===== src/rtl/rbd_pkg.sv =====
package rbd_pkg;

  localparam int RBD_NUM_CH      = 2;
  localparam int RBD_RANKS_PER   = 4;
  localparam int RBD_NUM_BND     = RBD_NUM_CH * RBD_RANKS_PER;
  localparam int RBD_BND_IDX_W   = $clog2(RBD_NUM_BND);
  localparam int RBD_CH_W        = $clog2(RBD_NUM_CH);
  localparam int RBD_TOM_IDX     = RBD_NUM_BND;
  localparam int RBD_STRAP_IDX   = RBD_NUM_BND + 1;

  typedef enum logic [1:0] {
    RD_NONE  = 2'd0,
    RD_BND   = 2'd1,
    RD_TOM   = 2'd2,
    RD_STRAP = 2'd3
  } rbd_rd_kind_e;

  typedef struct packed {
    logic [RBD_NUM_BND-1:0]   bndWr;
    logic                     tomWr;
    logic                     strapWr;
    rbd_rd_kind_e             rdKind;
    logic [RBD_BND_IDX_W-1:0] rdBndIdx;
  } rbd_strobe_t;

endpackage


===== src/rtl/rbd_ctrl.sv =====
module rbd_ctrl
  import rbd_pkg::*;
#(
  parameter int REG_AW = 4
) (
  input  logic              regWrEn,
  input  logic [REG_AW-1:0] regWrAddr,
  input  logic [REG_AW-1:0] regRdAddr,
  output rbd_strobe_t       strobe
);

  always_comb begin
    strobe          = '0;
    strobe.rdKind   = RD_NONE;
    strobe.rdBndIdx = regRdAddr[RBD_BND_IDX_W-1:0];

    if (regWrEn) begin
      if (regWrAddr < REG_AW'(RBD_NUM_BND)) begin
        strobe.bndWr[regWrAddr[RBD_BND_IDX_W-1:0]] = 1'b1;
      end else if (regWrAddr == REG_AW'(RBD_TOM_IDX)) begin
        strobe.tomWr = 1'b1;
      end else if (regWrAddr == REG_AW'(RBD_STRAP_IDX)) begin
        strobe.strapWr = 1'b1;
      end
    end

    if (regRdAddr < REG_AW'(RBD_NUM_BND)) begin
      strobe.rdKind = RD_BND;
    end else if (regRdAddr == REG_AW'(RBD_TOM_IDX)) begin
      strobe.rdKind = RD_TOM;
    end else if (regRdAddr == REG_AW'(RBD_STRAP_IDX)) begin
      strobe.rdKind = RD_STRAP;
    end
  end

endmodule


===== src/rtl/rbd_rank_size.sv =====
module rbd_rank_size #(
  parameter int BND_W = 10
) (
  input  logic [BND_W-1:0] curBnd,
  input  logic [BND_W-1:0] prevBnd,
  input  logic [BND_W-1:0] offsetBnd,
  input  logic             useOffset,
  output logic [BND_W-1:0] sizeUnits
);

  logic [BND_W-1:0] rawSize;

  always_comb begin
    rawSize = (curBnd > prevBnd) ? (curBnd - prevBnd) : '0;
    if (useOffset) begin
      sizeUnits = (rawSize > offsetBnd) ? (rawSize - offsetBnd) : '0;
    end else begin
      sizeUnits = rawSize;
    end
  end

endmodule


===== src/rtl/rbd_datapath.sv =====
module rbd_datapath
  import rbd_pkg::*;
#(
  parameter int ADDR_W      = 36,
  parameter int GRAIN_SHIFT = 26,
  parameter int PAGE_SHIFT  = 12,
  parameter int DATA_W      = 16,
  localparam int BND_W      = ADDR_W - GRAIN_SHIFT,
  localparam int PAGE_W     = BND_W + GRAIN_SHIFT - PAGE_SHIFT
) (
  input  logic                     clk,
  input  logic                     rstN,
  input  rbd_strobe_t              strobe,
  input  logic [DATA_W-1:0]        wrData,
  input  logic [ADDR_W-1:0]        physAddr,
  input  logic [RBD_BND_IDX_W-1:0] sizeSel,
  output logic [DATA_W-1:0]        rdData,
  output logic [PAGE_W-1:0]        sizePages,
  output logic                     hitQ,
  output logic [RBD_CH_W-1:0]      chanQ,
  output logic [RBD_BND_IDX_W-1:0] rankQ
);

  localparam int LAST_CH0 = RBD_RANKS_PER - 1;
  localparam int LAST_ALL = RBD_NUM_BND - 1;

  logic [BND_W-1:0] bndQ [RBD_NUM_BND];
  logic [BND_W-1:0] tomQ;
  logic             singleQ;
  logic [BND_W-1:0] sizeUnits [RBD_NUM_BND];
  logic             stacked;
  logic [BND_W-1:0] addrUnits;

  // Register storage
  always_ff @(posedge clk) begin
    if (!rstN) begin
      for (int i = 0; i < RBD_NUM_BND; i++) bndQ[i] <= '0;
      tomQ    <= '0;
      singleQ <= 1'b0;
    end else begin
      for (int i = 0; i < RBD_NUM_BND; i++) begin
        if (strobe.bndWr[i]) bndQ[i] <= wrData[BND_W-1:0];
      end
      if (strobe.tomWr)   tomQ    <= wrData[BND_W-1:0];
      if (strobe.strapWr) singleQ <= wrData[0];
    end
  end

  assign stacked = (bndQ[LAST_ALL] == tomQ);

  // Per-rank sizing
  for (genvar gi = 0; gi < RBD_NUM_BND; gi++) begin : g_size
    logic [BND_W-1:0] prevBnd;
    logic             useOffset;
    if ((gi % RBD_RANKS_PER) == 0) begin : g_first
      assign prevBnd = '0;
    end else begin : g_next
      assign prevBnd = bndQ[gi-1];
    end
    if (gi == LAST_ALL) begin : g_stack
      assign useOffset = stacked;
    end else begin : g_plain
      assign useOffset = 1'b0;
    end
    rbd_rank_size #(.BND_W(BND_W)) size_i (
      .curBnd    (bndQ[gi]),
      .prevBnd   (prevBnd),
      .offsetBnd (bndQ[LAST_CH0]),
      .useOffset (useOffset),
      .sizeUnits (sizeUnits[gi])
    );
  end

  assign sizePages = {sizeUnits[sizeSel], {(GRAIN_SHIFT-PAGE_SHIFT){1'b0}}};

  // Read-back mux
  always_comb begin
    rdData = '0;
    unique case (strobe.rdKind)
      RD_BND:   rdData = {{(DATA_W-BND_W){1'b0}}, bndQ[strobe.rdBndIdx]};
      RD_TOM:   rdData = {{(DATA_W-BND_W){1'b0}}, tomQ};
      RD_STRAP: rdData = {{(DATA_W-1){1'b0}}, singleQ};
      default:  rdData = '0;
    endcase
  end

  // Address decode
  logic                     decFound;
  logic [RBD_BND_IDX_W-1:0] decIdx;
  logic                     decHit;
  logic [RBD_NUM_BND-1:0]   candidate;

  assign addrUnits = physAddr[ADDR_W-1:GRAIN_SHIFT];

  always_comb begin
    for (int i = 0; i < RBD_NUM_BND; i++) begin
      candidate[i] = (addrUnits < bndQ[i]) && (sizeUnits[i] != '0) &&
                     ((i < RBD_RANKS_PER) || !singleQ);
    end
    decFound = 1'b0;
    decIdx   = '0;
    for (int i = 0; i < RBD_NUM_BND; i++) begin
      if (!decFound && candidate[i]) begin
        decFound = 1'b1;
        decIdx   = RBD_BND_IDX_W'(i);
      end
    end
    decHit = decFound && (addrUnits < tomQ);
  end

  always_ff @(posedge clk) begin
    if (!rstN) begin
      hitQ  <= 1'b0;
      chanQ <= '0;
      rankQ <= '0;
    end else begin
      hitQ  <= decHit;
      chanQ <= decHit ? decIdx[RBD_BND_IDX_W-1 -: RBD_CH_W] : '0;
      rankQ <= decHit ? decIdx : '0;
    end
  end

  // Checks next to the logic they guard
  AST_MISS_IDLE: assert property (@(posedge clk) disable iff (!rstN)
    !hitQ |-> (chanQ == '0 && rankQ == '0));

  AST_TOM_MISS: assert property (@(posedge clk) disable iff (!rstN)
    (addrUnits >= tomQ) |=> !hitQ);

  AST_SINGLE_CH0: assert property (@(posedge clk) disable iff (!rstN)
    singleQ |=> (chanQ == '0));

  AST_RANK_CHAN: assert property (@(posedge clk) disable iff (!rstN)
    hitQ |-> (rankQ[RBD_BND_IDX_W-1] == chanQ[0]));

  AST_TOM_WRITE: assert property (@(posedge clk) disable iff (!rstN)
    strobe.tomWr |=> (tomQ == $past(wrData[BND_W-1:0])));

  AST_SIZE_BOUND: assert property (@(posedge clk) disable iff (!rstN)
    (sizeUnits[0] == bndQ[0]));

endmodule


===== src/rtl/dram_rank_decoder.sv =====
module dram_rank_decoder
  import rbd_pkg::*;
#(
  parameter int ADDR_W      = 36,
  parameter int GRAIN_SHIFT = 26,
  parameter int PAGE_SHIFT  = 12,
  parameter int DATA_W      = 16,
  parameter int REG_AW      = 4,
  localparam int BND_W      = ADDR_W - GRAIN_SHIFT,
  localparam int PAGE_W     = BND_W + GRAIN_SHIFT - PAGE_SHIFT
) (
  input  logic                     clk,
  input  logic                     rstN,
  input  logic                     regWrEn,
  input  logic [REG_AW-1:0]        regWrAddr,
  input  logic [DATA_W-1:0]        regWrData,
  input  logic [REG_AW-1:0]        regRdAddr,
  output logic [DATA_W-1:0]        regRdData,
  input  logic [ADDR_W-1:0]        physAddr,
  input  logic [RBD_BND_IDX_W-1:0] sizeSel,
  output logic [PAGE_W-1:0]        sizePages,
  output logic                     hit,
  output logic [RBD_CH_W-1:0]      chanIdx,
  output logic [RBD_BND_IDX_W-1:0] rankIdx
);

  rbd_strobe_t strobe;

  rbd_ctrl #(.REG_AW(REG_AW)) ctrl_i (
    .regWrEn   (regWrEn),
    .regWrAddr (regWrAddr),
    .regRdAddr (regRdAddr),
    .strobe    (strobe)
  );

  rbd_datapath #(
    .ADDR_W      (ADDR_W),
    .GRAIN_SHIFT (GRAIN_SHIFT),
    .PAGE_SHIFT  (PAGE_SHIFT),
    .DATA_W      (DATA_W)
  ) dp_i (
    .clk       (clk),
    .rstN      (rstN),
    .strobe    (strobe),
    .wrData    (regWrData),
    .physAddr  (physAddr),
    .sizeSel   (sizeSel),
    .rdData    (regRdData),
    .sizePages (sizePages),
    .hitQ      (hit),
    .chanQ     (chanIdx),
    .rankQ     (rankIdx)
  );

  AST_RSVD_ZERO: assert property (@(posedge clk) disable iff (!rstN)
    regRdData[DATA_W-1:BND_W] == '0);

endmodule


===== config.mk =====
export PLATFORM = sky130hd
export DESIGN_NAME = dram_rank_decoder
export DESIGN_NICKNAME = d
export VERILOG_FILES = /design/src/rtl/rbd_pkg.sv /design/src/rtl/rbd_ctrl.sv /design/src/rtl/rbd_rank_size.sv /design/src/rtl/rbd_datapath.sv /design/src/rtl/dram_rank_decoder.sv
export SDC_FILE = /design/constraint.sdc
export NUM_CORES = 1
export LEC_CHECK = 0
export CAP_MARGIN = 30
export CORE_ASPECT_RATIO = 1.5
export CORE_UTILIZATION = 30
export DETAILED_ROUTE_END_ITERATION = 8
export DONT_BUFFER_PORTS = 1
export PLACE_DENSITY = 0.5
export RECOVER_POWER = 50
export SLEW_MARGIN = 25
export SYNTH_ARGS = -nofsm -noshare
export SYNTH_HDL_FRONTEND = slang
export SYNTH_HIERARCHICAL = 1
export SYNTH_SLANG_ARGS = --single-unit

===== constraint.sdc =====
create_clock -name clk -period 4.9 [get_ports clk]
set_input_delay 0.98 -clock clk [delete_from_list [all_inputs] [get_ports clk]]
set_output_delay 0.98 -clock clk [all_outputs]
set_load 0.01 [all_outputs]

# Word-level counts from Yosys, hierarchy flattened
# Memory sizes are Yosys's and may differ from the RTL's.
# Cells that the tools add are included.
# word_totals
regBits	16
ramBits	80
inputBits	66
wordCells	164
mem_count	1
# memory_table
name	words	width	rd	rd_clocked_by_memory_dff	write_ports	line	source
dp_i.bndQ	8	10	9	0	8	rbd_datapath.sv:27	logic [BND_W-1:0] bndQ [RBD_NUM_BND];
# classes
addsub	7
order_cmp	23
n_eq_ne	8
muxes	73
bitwise_logic	9
reduce_logical	38
# ops
op	n
10-bit two-way mux	21
10-bit < comparator	9
10-bit nonzero test	8
10-bit > comparator	7
10-bit subtractor	7
1-bit two-way mux	38
10-bit binary-select mux with 3-bit select	1
10-bit one-hot mux with 3 select lines	1
1-bit logical AND	21
10-bit by 1-bit > comparator with 1-bit output (second input constant)	2
4-bit equality test (second input constant)	4
2-bit two-way mux	6
3-bit two-way mux	4
10-bit equality test	1
1-bit logical NOT	8
4-bit < comparator (second input constant)	2
8-bit two-way mux	1
1-bit bitwise OR	8
2-bit equality test (second input constant)	2
4-bit >= comparator (second input constant)	1
3-bit by 4-bit < comparator with 1-bit output (second input constant)	1
3-bit NOT with 4-bit output	1
1-bit demux with 3-bit select	1
3-bit by 1-bit >= comparator with 1-bit output (second input constant)	1
other kinds (2)	2

# Depth between registers and ports, before layout
# An unclocked memory read counts as a cell.
# depth
depth_word	29
depth_mapped	24
mapped_depth_nobuf	23

# Modules after synthesis
# Netlist, hierarchy kept.
# modules_own_cells
module	n_inst	cells_per_inst	area_per_inst_um2	seq_area_each_um2
rbd_datapath	1	664	7277.0	2702.6
rbd_rank_size at dp_i.g_size[2].size_i ...	5	171	1255.0	0.0
rbd_rank_size at dp_i.g_size[0].size_i ...	2	156	1183.6	0.0
rbd_rank_size at dp_i.g_size[7].size_i	1	175	1292.5	0.0
rbd_ctrl	1	22	127.6	0.0

# Least setup slack after synthesis
# Ideal clock, no wire load.
# synth_timing
path_type	flip-flop to output port
startpoint	memory dp_i.bndQ[7][0]
endpoint	output port sizePages[22]
arrival_ps	4155
required_ps	3920
path_slack_ps	-235
stages_incl_launch_ff	18
path_buffers	1
path_cell_list	edfxtp_1 -> inv_1 -> ha_1 -> fa_1 -> nor2b_4 -> o2111ai_4 -> a31oi_4 -> nor2_2 -> buf_6 -> nor3_1 -> ha_1 -> a21oi_2 -> o21ai_2 -> a211o_1 -> o31ai_4 -> o32ai_1 -> mux4_2 -> mux2_2
# synth_rtl
element	line	source
start, declared	rbd_datapath.sv:27	
end, declared	dram_rank_decoder.sv:21	output logic [PAGE_W-1:0] sizePages,

==> impl_metrics.ini <==
[worst_setup_path]
worstSetupStartpoint = dp_i/bndQ[6][0]
cp_cell_sequence = ha_4 > fa_2 > nor2b_4 > o2111ai_4 > a31oi_4 > nor2_4 > nor3_4 > ha_4 > a21oi_2 > o21ai_2 > a211o_1 > o31ai_4 > buf_6 > o32ai_2 > mux4_2 > mux2_4
reg2reg_slack_ps = 160
crit_required_ps = 3920
path_depth = 16
critPathSlowestCell = mux4_2
max_stage_delay_ps = 550
timing.rr.end = dp_i/rankQ[0]
rr_startpoint = dp_i/bndQ[6][0]
critPathMostFrequentCell = ha_4
crit_path_start_kind = flop
cp_top_family = compound AO/OA/AOI/OAI gates
endpoint = sizePages[23]
crit_fanout = 6
cp-end-kind = primary output
arrival_ps = 4360
crit_type = flop to primary output
crit_buf_inv = 1
reg2regPathDepth = 22

[power_and_ir_drop]
total_power_uw = 4949
power.density_mw_per_mm2 = 254.5
power_leakage_uw = 0.008744
peakVddDrop_mv = 0.1675

[status]
violations = negative setup slack
outcome = finished with violations

[clock_tree]
clock_latency_ps = 340
clkTransAtPathRegs_ps = 60
cts_buffer_depth = 2
cts_made_buffers = 9
cts-root-buf = clkbuf_16
cts_sinks = 95
htree_levels = 3
cts_tree = yes

[sta]
drv_slew = 0
setup_viol = 10
post-route-period-util = 1.090
rsz0062_at_grt = true
hold_slack_ps = 575.0
maxSlewHeadroom = 0.3774
finalHoldViolCount = 0
finClkSkew_ps = 8.289
max_freq_mhz = 187.3
worst_slew_pin_slew_ps = 930.5
worst_slack_ps = -439.8
fin_crit_ps = 5340

[place]
placed_area_mm2 = 0.01904
dp_cells = 2888
pre_cts_ws_ps = -315.7
io_buffers = 0
hpwl_um = 53570
gp_congestion = 0.9354

[synthesis]
synth_commonest_cells = 263 x inv_1, 257 x ha_1, 107 x nor2_1
synth_top_cell_by_area = ha_1
avgSynthCellArea_um2 = 8.550
synthArstFlopShare = 0
synthCells = 2028
synth_top_area_share = 0.1855
synth_area_leaders = ha_1 19%, edfxtp_1 14%, inv_1 5.7%
synth_edf_count = 80
yosysMostFrequentCell = inv_1
synthFlopType = edfxtp_1
netlist_area_mm2 = 0.01734
seq_area_frac_synth = 0.1559
synth_cell_types = 88
yosys_warnings = 6
ys_ff_latch = 95

[detailed_routing]
route.detailed.drc = 0
drt_wl_total_um = 65060
drt_iter0_drc = 1118
firstDrtPassIters = 7
viasPerCell = 5.556
wl_per_cell_um = 22.38
vias = 16150
ant_nets = 0

[final_layout]
stdcell_area_mm2 = 0.01944
antenna_cells = 0
area_delta_synth_final_pct = 12.14
drive_gt1_frac = 0.1493
final_nets = 2478
fin_cells = 2907

[min_path]
hold_path.class = flop to flop

[global_routing]
antenna_found_initial = 1
grt_pass1_vias = 16310
grt_util_all_layers = 0.2214
grt_pass1_wl_um = 97780
grt_overflow = 0
grt_max_degree = 91

[flow_run]
drv_cap = 0

[die]
fp-row-count = 107
start_util = 0.3047
top_level_ports = 111
die_y_um = 296.4
die_area_mm2 = 0.05878
core_area_mm2 = 0.05690
fp.dieW_um = 198.3
==> final cells by class <==
cell class / instances / area (um2)
clock buffers: 11 / 232.7
clock inverters: 5 / 33.78
fillers: 5962 / 37450
inverters: 265 / 994.7
multi-input cells: 1646 / 13600
flip-flops and latches: 95 / 2703
well taps: 763 / 954.7
repair buffers: 122 / 924.6
==> routing by layer <==
metal	GRT usage	vias to the layer above	wire length [um]
met5	0	-	0
met4	0.1044	0	3249
met3	0.02256	145	2836
met2	0.4071	486	32700
met1	0.2541	7852	26270
li1	-	7667	-
==> registers in the layout, summed over array words and instances (netlist names) <==
signal	flops
dp_i/hitQ	1
dp_i/singleQ	1
dp_i/bndQ	80
dp_i/chanQ	1
dp_i/rankQ	2
dp_i/tomQ	10
==> tightest hold or removal path, cell delays in order, from the launching register on <==
cell and delay, ps:
dfxtp_1 340, mux2i_1 130, nor2b_1 60
==> cell usage in the layout (no fill, tap or decap), drive strengths merged, types with 8 or more instances in the layout <==
cell type,netlist,final
o2111ai,29,29
and2,13,13
o22ai,43,43
clkbuf,33,13
o21ai,67,67
conb,1,61
xnor2,62,62
dfxtp,15,15
nor3,102,102
nand4,44,44
ha,257,257
buf,50,120
or2,19,19
edfxtp,80,80
mux4,40,40
and4,15,15
o32ai,37,37
a31oi,28,28
mux2,11,11
nand2b,44,44
fa,16,16
nand2,75,75
a21o,58,58
or4,8,8
nor2b,43,43
nand3b,14,14
or3,8,8
o21bai,21,21
nor4,15,15
nand3,36,36
inv,265,267
nor2,108,109
o21a,34,34
xor2,50,50
and3,77,77
mux2i,21,21
nor3b,8,8
a211oi,9,9
a21oi,91,91
o31ai,15,15
==> what timing repair did <==
item / in CTS / in global routing
gates resized for setup: 8 / 16
hold endpoints to repair: 0 / 0
setup endpoints to repair: 14 / 14
gates cloned: 1 / 0
hold buffers: 0 / 0
buffers inserted: 1 / 0
pin swaps: 12 / 4
==> power breakdown <==
group / internal [uW] / switching [uW] / leakage [uW] / total, uW
sequential: 929 / 88.6 / 0.000890 / 1020
clock: 345 / 295 / 0.000128 / 641
combinational: 1420 / 1880 / 0.00773 / 3290
==> worst min-delay path by stage <==
| stage | startpoint | to | slack, ps | cells after the start |
|---|---|---|---|---|
| finish | dp_i/tomQ[9] | dp_i/tomQ[9] | 570 | 2 |
| global route | dp_i/tomQ[2] | dp_i/tomQ[2] | 610 | 2 |
| CTS | dp_i/tomQ[8] | dp_i/tomQ[8] | 570 | 2 |
| detailed placement | dp_i/tomQ[8] | dp_i/tomQ[8] | 560 | 2 |
| global placement | dp_i/tomQ[1] | dp_i/tomQ[1] | 550 | 2 |
| floorplan | dp_i/tomQ[0] | dp_i/tomQ[0] | 530 | 2 |
==> per-stage QoR <==
step	setup TNS, ps	utilization
after floorplan	-646.7	-
after global placement	-2744	0.3347
after detailed placement	-3017	0.3347
after CTS	-5153	0.3403
after global routing	-5740	0.3417
final	-4073	0.3417
==> cells by family (layout without fill, tap and decap cells) <==
kind of cell | Yosys count | count (layout) | synth area share
buffers and inverters | 348 | 403 | 0.08717
multiplexers | 72 | 72 | 0.07144
flip-flops | 95 | 95 | 0.1559
AND/OR/NAND/NOR | 631 | 632 | 0.2026
other | 1 | 61 | 0.0002163
XOR/XNOR | 112 | 112 | 0.05657
AO/OA/AOI/OAI | 496 | 496 | 0.2222
adder cells (fa/ha/maj) | 273 | 273 | 0.2039
No activity file was read; power rests on OpenSTA's default activity.
